$ cat config.mk
export PLATFORM = sky130hd
export DESIGN_NAME = nand_width_adapter
export DESIGN_NICKNAME = d
export VERILOG_FILES = /design/src/rtl/nwa_pkg.sv /design/src/rtl/nwa_beat_plan.sv /design/src/rtl/nwa_strobe_timer.sv /design/src/rtl/nwa_read_pack.sv /design/src/rtl/nand_width_adapter.sv
export SDC_FILE = /design/constraint.sdc
export NUM_CORES = 1
export LEC_CHECK = 0
export ABC_CLOCK_PERIOD_IN_PS = 3100
export BUFFER_PORTS_ARGS = -buffer_cell sky130_fd_sc_hd__clkbuf_2
export CAP_MARGIN = 20
export CORE_UTILIZATION = 58
export DETAILED_ROUTE_END_ITERATION = 6
export MAX_ROUTING_LAYER = met4
export PLACE_DENSITY = 0.89
export SLEW_MARGIN = 15
export SYNTH_ARGS = -nofsm -noshare
export SYNTH_HDL_FRONTEND = slang
export SYNTH_SLANG_ARGS = --single-unit
$ cat constraint.sdc
create_clock -name clk -period 3.1 [get_ports clk]
set_input_delay 0.465 -clock clk [delete_from_list [all_inputs] [get_ports clk]]
set_output_delay 0.465 -clock clk [all_outputs]
set_load 0.005 [all_outputs]
$ cat src/rtl/nwa_pkg.sv
package nwa_pkg;
  typedef enum logic [1:0] {
    WIN_CMD  = 2'd0,
    WIN_ADDR = 2'd1,
    WIN_DATA = 2'd2,
    WIN_RSVD = 2'd3
  } win_e;

  typedef enum logic [1:0] {
    ST_IDLE,
    ST_STROBE,
    ST_GAP,
    ST_RESP
  } state_e;

  localparam logic [1:0] TYPE_NAND = 2'b10;
endpackage

$ cat src/rtl/nwa_beat_plan.sv
module nwa_beat_plan #(
  parameter int BEAT_W = 3
) (
  input  logic [1:0]        size,
  input  logic              wide,
  output logic [BEAT_W-1:0] beats
);
  logic [BEAT_W-1:0] nbytes;

  always_comb begin
    case (size)
      2'd0:    nbytes = BEAT_W'(1);
      2'd1:    nbytes = BEAT_W'(2);
      default: nbytes = BEAT_W'(4);
    endcase
    beats = wide ? BEAT_W'((32'(nbytes) + 32'd1) >> 1) : nbytes;
  end
endmodule

$ cat src/rtl/nwa_strobe_timer.sv
module nwa_strobe_timer #(
  parameter int WAIT_W = 4
) (
  input  logic              clk,
  input  logic              rst_n,
  input  logic              run,
  input  logic [WAIT_W-1:0] wait_len,
  output logic              done
);
  logic [WAIT_W-1:0] cnt;

  assign done = run && (cnt == wait_len);

  always_ff @(posedge clk or negedge rst_n) begin
    if (!rst_n)       cnt <= '0;
    else if (!run)    cnt <= '0;
    else if (!done)   cnt <= cnt + 1'b1;
  end
endmodule

$ cat src/rtl/nwa_read_pack.sv
module nwa_read_pack #(
  parameter int BUS_W  = 32,
  parameter int NAND_W = 16,
  parameter int BEAT_W = 3
) (
  input  logic              clk,
  input  logic              rst_n,
  input  logic              clear,
  input  logic              capture,
  input  logic [BEAT_W-1:0] idx,
  input  logic              wide,
  input  logic              half_only,
  input  logic [NAND_W-1:0] din,
  output logic [BUS_W-1:0]  word
);
  localparam int LANES = BUS_W / 8;

  for (genvar g = 0; g < LANES; g++) begin : lane_g
    logic [7:0] lane;
    always_ff @(posedge clk or negedge rst_n) begin
      if (!rst_n) lane <= '0;
      else if (clear) lane <= '0;
      else if (capture) begin
        if (!wide && idx == BEAT_W'(g))
          lane <= din[7:0];
        else if (wide && idx == BEAT_W'(g / 2))
          lane <= (g % 2 == 0) ? din[7:0] : (half_only ? 8'h00 : din[15:8]);
      end
    end
    assign word[8*g +: 8] = lane;
  end
endmodule

$ cat src/rtl/nand_width_adapter.sv
module nand_width_adapter
  import nwa_pkg::*;
#(
  parameter int BUS_W  = 32,
  parameter int NAND_W = 16,
  parameter int WAIT_W = 4
) (
  input  logic              clk,
  input  logic              rst_n,
  input  logic              req_valid,
  output logic              req_ready,
  input  logic              req_write,
  input  logic [1:0]        req_win,
  input  logic [1:0]        req_size,
  input  logic [BUS_W-1:0]  req_wdata,
  input  logic [12:10]      chan_cfg,
  input  logic [WAIT_W-1:0] cfg_wait,
  output logic              rsp_valid,
  input  logic              rsp_ready,
  output logic [BUS_W-1:0]  rsp_rdata,
  output logic              nand_cle,
  output logic              nand_ale,
  output logic              nand_wr_stb,
  output logic              nand_rd_stb,
  output logic [NAND_W-1:0] nand_dout,
  input  logic [NAND_W-1:0] nand_din
);
  localparam int BUS_BYTES = BUS_W / 8;
  localparam int BEAT_W    = $clog2(BUS_BYTES) + 1;

  state_e            state;
  logic [BEAT_W-1:0] idx;
  logic [BEAT_W-1:0] beats;
  logic              l_write;
  win_e              l_win;
  logic [1:0]        l_size;
  logic [BUS_W-1:0]  l_data;
  logic              l_wide;
  logic [WAIT_W-1:0] l_wait;
  logic              accept;
  logic              effective;
  logic              tmr_done;
  logic              in_access;
  logic [BUS_W-1:0]  shifted;

  assign accept = (state == ST_IDLE) && req_valid;

  always_comb begin
    effective = 1'b0;
    if (chan_cfg[11:10] == TYPE_NAND) begin
      if (req_write) effective = (win_e'(req_win) != WIN_RSVD);
      else           effective = (win_e'(req_win) == WIN_DATA);
    end
  end

  nwa_beat_plan #(.BEAT_W(BEAT_W)) plan_i (
    .size  (l_size),
    .wide  (l_wide),
    .beats (beats)
  );

  nwa_strobe_timer #(.WAIT_W(WAIT_W)) timer_i (
    .clk      (clk),
    .rst_n    (rst_n),
    .run      (state == ST_STROBE),
    .wait_len (l_wait),
    .done     (tmr_done)
  );

  always_ff @(posedge clk or negedge rst_n) begin
    if (!rst_n) begin
      state   <= ST_IDLE;
      idx     <= '0;
      l_write <= 1'b0;
      l_win   <= WIN_CMD;
      l_size  <= '0;
      l_data  <= '0;
      l_wide  <= 1'b0;
      l_wait  <= '0;
    end else begin
      case (state)
        ST_IDLE: if (req_valid) begin
          l_write <= req_write;
          l_win   <= win_e'(req_win);
          l_size  <= req_size;
          l_data  <= req_wdata;
          l_wide  <= chan_cfg[12];
          l_wait  <= cfg_wait;
          idx     <= '0;
          state   <= effective ? ST_STROBE : ST_RESP;
        end
        ST_STROBE: if (tmr_done)
          state <= (idx == beats - 1'b1) ? ST_RESP : ST_GAP;
        ST_GAP: begin
          idx   <= idx + 1'b1;
          state <= ST_STROBE;
        end
        ST_RESP: if (rsp_ready) state <= ST_IDLE;
        default: state <= ST_IDLE;
      endcase
    end
  end

  nwa_read_pack #(.BUS_W(BUS_W), .NAND_W(NAND_W), .BEAT_W(BEAT_W)) pack_i (
    .clk       (clk),
    .rst_n     (rst_n),
    .clear     (accept),
    .capture   ((state == ST_STROBE) && tmr_done && !l_write),
    .idx       (idx),
    .wide      (l_wide),
    .half_only (l_wide && (l_size == 2'd0)),
    .din       (nand_din),
    .word      (rsp_rdata)
  );

  always_comb begin
    if (l_wide) shifted = l_data >> (32'(idx) * 16);
    else        shifted = l_data >> (32'(idx) * 8);
    nand_dout = l_wide ? shifted[15:0] : {8'h00, shifted[7:0]};
  end

  assign in_access   = (state == ST_STROBE) || (state == ST_GAP);
  assign nand_cle    = in_access && l_write && (l_win == WIN_CMD);
  assign nand_ale    = in_access && l_write && (l_win == WIN_ADDR);
  assign nand_wr_stb = (state == ST_STROBE) && l_write;
  assign nand_rd_stb = (state == ST_STROBE) && !l_write;
  assign req_ready   = (state == ST_IDLE);
  assign rsp_valid   = (state == ST_RESP);
endmodule

Word level (Yosys, flattened, before mapping)
Index checks and enable logic that the tools add are counted.
- register bits: 83
- logic and storage cells: 105
- output and inout port bits: 54
- input port bits: 64
- reductions and logical operators: 36
- shift-type cells: 2
- muxes and demuxes: 33
- equal/unequal tests: 17
- $add $sub $neg: 4
- operators with widths (kind ; number):
    $mux 8 ; 17
    $mux 16 ; 2
    $shr 32x6->16 ; 1
    $shr 32x7->16 ; 1
    $logic_and 1x1->1 ; 16
    $pmux 3 s2 ; 2
    $reduce_and 2->1 ; 6
    $reduce_bool 3->1 ; 4
    $eq 2x2->1 const B ; 4
    $mux 2 ; 4
    $mux 4 ; 2
    $ne 2x2->1 const B ; 4
    $pmux 2 s4 ; 1
    $eq 2x1->1 const B ; 3
    $eq 3x2->1 const B ; 2
    $logic_not 2->1 ; 3
    $mux 3 ; 2
    $add 3x1->4 const B ; 1
    $add 4x1->4 const B ; 1
    $eq 4x4->1 ; 1
    $reduce_bool 2->1 ; 2
    $add 3x1->3 const B ; 1
    $eq 3x1->1 const B ; 1
    $eq 3x3->1 ; 1
    7 further kinds ; 10

Longest topological paths before layout
- depth in word-level cells: 9
- mapped depth: 9
- mapped depth without buffers: 8

Cells and area by module
Synthesis repeated with hierarchy kept, for this count alone.
- cell total of the unflattened synthesis: 366
- area total of the unflattened synthesis: 4488.1 sq um
- modules (own cells, without submodules) (module ; instances ; seq. area each (sq um) ; area an instance (sq um) ; cells an instance):
    nand_width_adapter ; 1 ; 1176.1 ; 2481.1 ; 193
    nwa_read_pack ; 1 ; 800.8 ; 1677.9 ; 141
    nwa_strobe_timer ; 1 ; 100.1 ; 267.8 ; 25
    nwa_beat_plan ; 1 ; 0.0 ; 61.3 ; 7

Least setup slack after synthesis
OpenSTA, ideal clock, no wires.
- path type: flip-flop to output port
- start point: register idx[0]
- end point: output nand_dout[0]
- stages on the path, launching flop included: 6
- buffers on the path: 2
- data required time: 2.635 ns
- data arrival time: 1.548 ns
- path slack: 1.087 ns
- cells stage by stage: dfrtp_1 > clkbuf_1 > nor2b_1 > buf_2 > mux4_2 > nor2b_1
- cells in the longest elaborated chain, start to end: 3
- elaborated cells on any way between the ends: 4
- classes of those cells: shift (2); mux (2)
- ends and longest elaborated chain (what ; line ; text):
    from (decl) ; nand_width_adapter.sv:32 ; logic [BEAT_W-1:0] idx;
    from (signal assigned) ; nand_width_adapter.sv:95 ; idx <= idx + 1'b1;
    $shr 32x6->16 / $shr 32x7->16 (equally long branches) ; nand_width_adapter.sv:118, nand_width_adapter.sv:117 ;
    $mux 16 * ; nand_width_adapter.sv:117 ; if (l_wide) shifted = l_data >> (32'(idx) * 16);
    $mux 16 * ; nand_width_adapter.sv:119 ; nand_dout = l_wide ? shifted[15:0] : {8'h00, shifted[7:0]};
    to (decl) ; nand_width_adapter.sv:25 ; output logic [NAND_W-1:0] nand_dout,
Mark *: on every way between the ends. The rest lies on a longest branch, timed or not.

Worst setup path in the final report
- start point: register idx[0]
- end point: output nand_dout[3]
Same word-level chain as after synthesis.

==> reports/results.tsv <==
stage	metric	value	unit
synth	post-synthesis simple-gate area fraction	24.8	%
synth	Syn Nets	589	
synth	Ys Warns	0	
grt	antenna violations before repair	0	
place	placed instance area	0.00520	mm2
timing	Period Utilization, post-route	83.3	%
synth	EDFF count, synth	0	
pwr	Sw Ratio	43.8	%
timing	Slew @ Worst Pin	0.975	ns
route	initial drt markers	262	
synth	sequential share of the synthesized area	45.1	%
timing	max-slew violations	0	
layout	final core occ	70.4	%
synth	Synth cell types	53	
route	DR vias	4159	
floorplan	Vert. Die Dim	91.1	um
pwr	P_int	3.09	mW
layout	layout cell share with drive strength beyond 1	25.8	%
clock_network	CTS max path bufs	2	
synth	Post-synth top flop	dfrtp_1	
pwr	Power per Cell Area	1020	mW/mm2
worst_setup_path	worst setup path class	reg -> out	
clock_network	Post-CTS Setup Inserts	0	
clock_network	Max H-tree Level	3	
route	wire per inst	15.5	um
worst_setup_path	Bufs and invs on worst path	2	
synth	synthesized cell area	0.00460	mm2
timing	Setup violations, final	0	
pwr	share of power burned in registers	34.4	%
synth	synthesized instance count	513	
timing	Max-slew headroom	34.7	%
pwr	Comb power frac	52.0	%
clock_network	Clock transition at path regs	0.09	ns
clock_network	clock latency at the later pin of the worst-skew pair	0.36	ns
pwr	VDD IR max	0.560	mV
timing	Peak Freq	387	MHz
route	Residual DRC	0	
outcome	status	completed	
timing	RSZ-0062 raised after global routing	false	
route	via/cell ratio	5.77	
pwr	Power Total	5.50	mW
synth	Synth Register Bits	83	
floorplan	# rows	32	
worst_setup_path	CP max FO	11	
run	Max Cap Viol	0	
synth	Synth Area in XOR/XNOR	1.71	%
timing	clock skew	0.0115	ns
grt	GRT Total Usage	29.1	%
worst_hold_path	worst min-delay path class	in -> async	
pwr	Clk pwr share	13.6	%
grt	first-pass GRT wire length	18800	um
grt	grt total ovfl	0	
synth	fraction of registers with async set/reset	100	%
timing	minimum clock period	2.58	ns
floorplan	Die Wd	91.1	um
floorplan	I/O pin count	118	
place	HPWL Detailed	7900	um
clock_network	CTS root buf	clkbuf_8	
grt	number of global-route vias before repair	3977	
synth	main combinational cell family by area after synthesis	simple AND/OR/NAND/NOR gates	
worst_setup_path	worst-path cell chain	nor2b_1, buf_4, mux4_2, nor2b_1, clkbuf_2	
synth	Avg Cell Area, Syn	8.97	um2
worst_setup_path	Data arrival, critical path	2.12	ns
route	total iterations of the first detailed-routing run	5	
layout	Nets	690	
clock_network	cts bufs inserted	9	
layout	synthesis-to-layout area growth	17.7	%
clock_network	TritonCTS clock tree	done	
floorplan	die area	0.00829	mm2
layout	# diodes	0	
worst_setup_path	Worst path slowest cell	dfrtp_1	
worst_setup_path	CP peak stage delay	0.55	ns
worst_setup_path	CP top delay family	flip-flops	
worst_setup_path	most frequent CP cell	nor2b_1	
timing	Setup TNS Final	0	ns
clock_network	post-CTS resize count	0	
worst_setup_path	Req. time, crit path	2.63	ns
timing	final hold vios	0	
grt	largest net degree at the start of global routing	84	
worst_setup_path	Worst setup EP type	output pin	
route	Post-DRT Antenna Nets	0	
floorplan	core area	0.00769	mm2
timing	fin worst setup slack	0.519	ns
route	drt total wl	11100	um
synth	Adder-Cell Fraction of Synth Area	3.26	%
pwr	switching pwr	2.41	mW
worst_setup_path	crit path launch type	flip-flop	
place	I/O Buffers	117	
clock_network	hold buffers post-CTS	0	
clock_network	clock sinks	83	
layout	post-route cell area	0.00541	mm2
pwr	Static Leak	2.70	nW
place	Setup WS pre-CTS	0.748	ns
synth	Compound-Gate Fraction of Synth Area	13.4	%
place	Final GP Congestion	0.886	
floorplan	Initial Util	59.8	%
synth	multiplexer share of the synthesized area	6.34	%
## power groups by stage
stage / Sequential, mW / Clock (mW) / Combinational, mW
floorplan: 1.81 / 0 / 2.08
global placement: 1.87 / 0 / 2.72
detailed placement: 1.90 / 0 / 2.83
CTS: 1.89 / 0.762 / 2.85
global route: 1.95 / 0.814 / 3.18
finish: 1.89 / 0.750 / 2.86
## sequential cells by signal, summed over array words and instances (netlist names)
register and count:
idx 3, state 2, l_win 2, pack_i.lane_g.lane 32, l_wide 1, l_size 2
timer_i.cnt 4, l_wait 4, l_data 32, l_write 1
## Yosys cell counts, types with 2 or more instances
cell | count | share of area [%]
inv_1 | 17 | 1.4
dfrtp_1 | 83 | 45
o21ai_1 | 8 | 0.87
nor2b_1 | 10 | 1.4
o31ai_1 | 16 | 2.6
o22ai_1 | 2 | 0.27
nor3b_2 | 3 | 0.82
or3_1 | 2 | 0.27
o21ai_0 | 5 | 0.54
nor3_1 | 10 | 1.1
a21oi_1 | 35 | 3.8
nand3b_1 | 9 | 1.5
nand3_1 | 18 | 2.0
buf_6 | 3 | 0.73
nand4_1 | 19 | 2.6
buf_2 | 12 | 1.3
o211ai_1 | 8 | 1.3
xor2_1 | 2 | 0.38
ha_1 | 12 | 3.3
clkbuf_1 | 15 | 1.2
nand2b_1 | 3 | 0.41
a311oi_2 | 2 | 0.65
buf_1 | 5 | 0.41
and2_1 | 3 | 0.41
nand2_1 | 145 | 12
mux2i_1 | 10 | 2.2
mux2_1 | 2 | 0.49
nor2_1 | 11 | 0.90
a311oi_1 | 6 | 1.1
mux4_2 | 7 | 3.4
a21oi_2 | 2 | 0.38
xnor2_1 | 7 | 1.3
## metrics by stage
step | hold WS, ns | cells
2_1_floorplan | 0.169 | 513
3_3_place_gp | 0.454 | 704
3_5_place_dp | 0.469 | 704
4_1_cts | 0.289 | 720
5_1_grt | 0.0465 | 721
6_report | 0.0302 | 721
## placed cells by master (no fill, tap or decap), drive strengths merged, types with 2 or more instances in the layout
master	Yosys	layout
a21oi	37	37
a311oi	8	8
and2	3	3
buf	21	10
clkbuf	15	127
clkinv	0	4
dfrtp	83	83
ha	12	12
inv	18	18
mux2	3	3
mux2i	10	10
mux4	7	7
nand2	145	145
nand2b	3	3
nand3	18	18
nand3b	9	9
nand4	19	19
nor2	12	12
nor2b	10	10
nor3	11	11
nor3b	4	4
o211ai	8	8
o21ai	13	13
o22ai	2	2
o31ai	16	16
or3	2	2
xnor2	7	7
xor2	2	2
## routing by layer
layer | wire, um | vias up | track usage [%]
met4 | 191 | 0 | 8.86
met3 | 843 | 21 | 5.61
met2 | 5400 | 210 | 46.6
met1 | 4710 | 1943 | 37.7
li1 | - | 1985 | -
met5 | 0 | - | -
## kinds of logic after synthesis
logic type      Yosys count
mux                      20
simple gates            241
compound gates           94
fa+ha+maj                12
buf+inv                  54
flops                    83
xor+xnor                  9
## cell type report
type	instances	area [um2]
repair buffers	126	676
fillers	621	2270
clock inverters	5	53.8
flip-flops and latches	83	2080
clock buffers	11	131
inverters	18	67.6
multi-input cells	376	2280
well taps	102	128
## worst paths after layout
kind	startpoint	to	slack (ns)	cells after the start
max	idx[0]	nand_dout[3]	0.52	5
min	rst_n	pack_i.lane_g[3].lane[0]	0.03	1
max reg2reg	idx[0]	pack_i.lane_g[3].lane[6]	0.68	6
min reg2reg	l_data[4]	l_data[4]	0.49	2
max in group asynchronous	rst_n	l_data[9]	2.48	2
min in group clk	req_wdata[24]	l_data[24]	0.30	3
No activity file was read; power rests on OpenSTA's default activity.
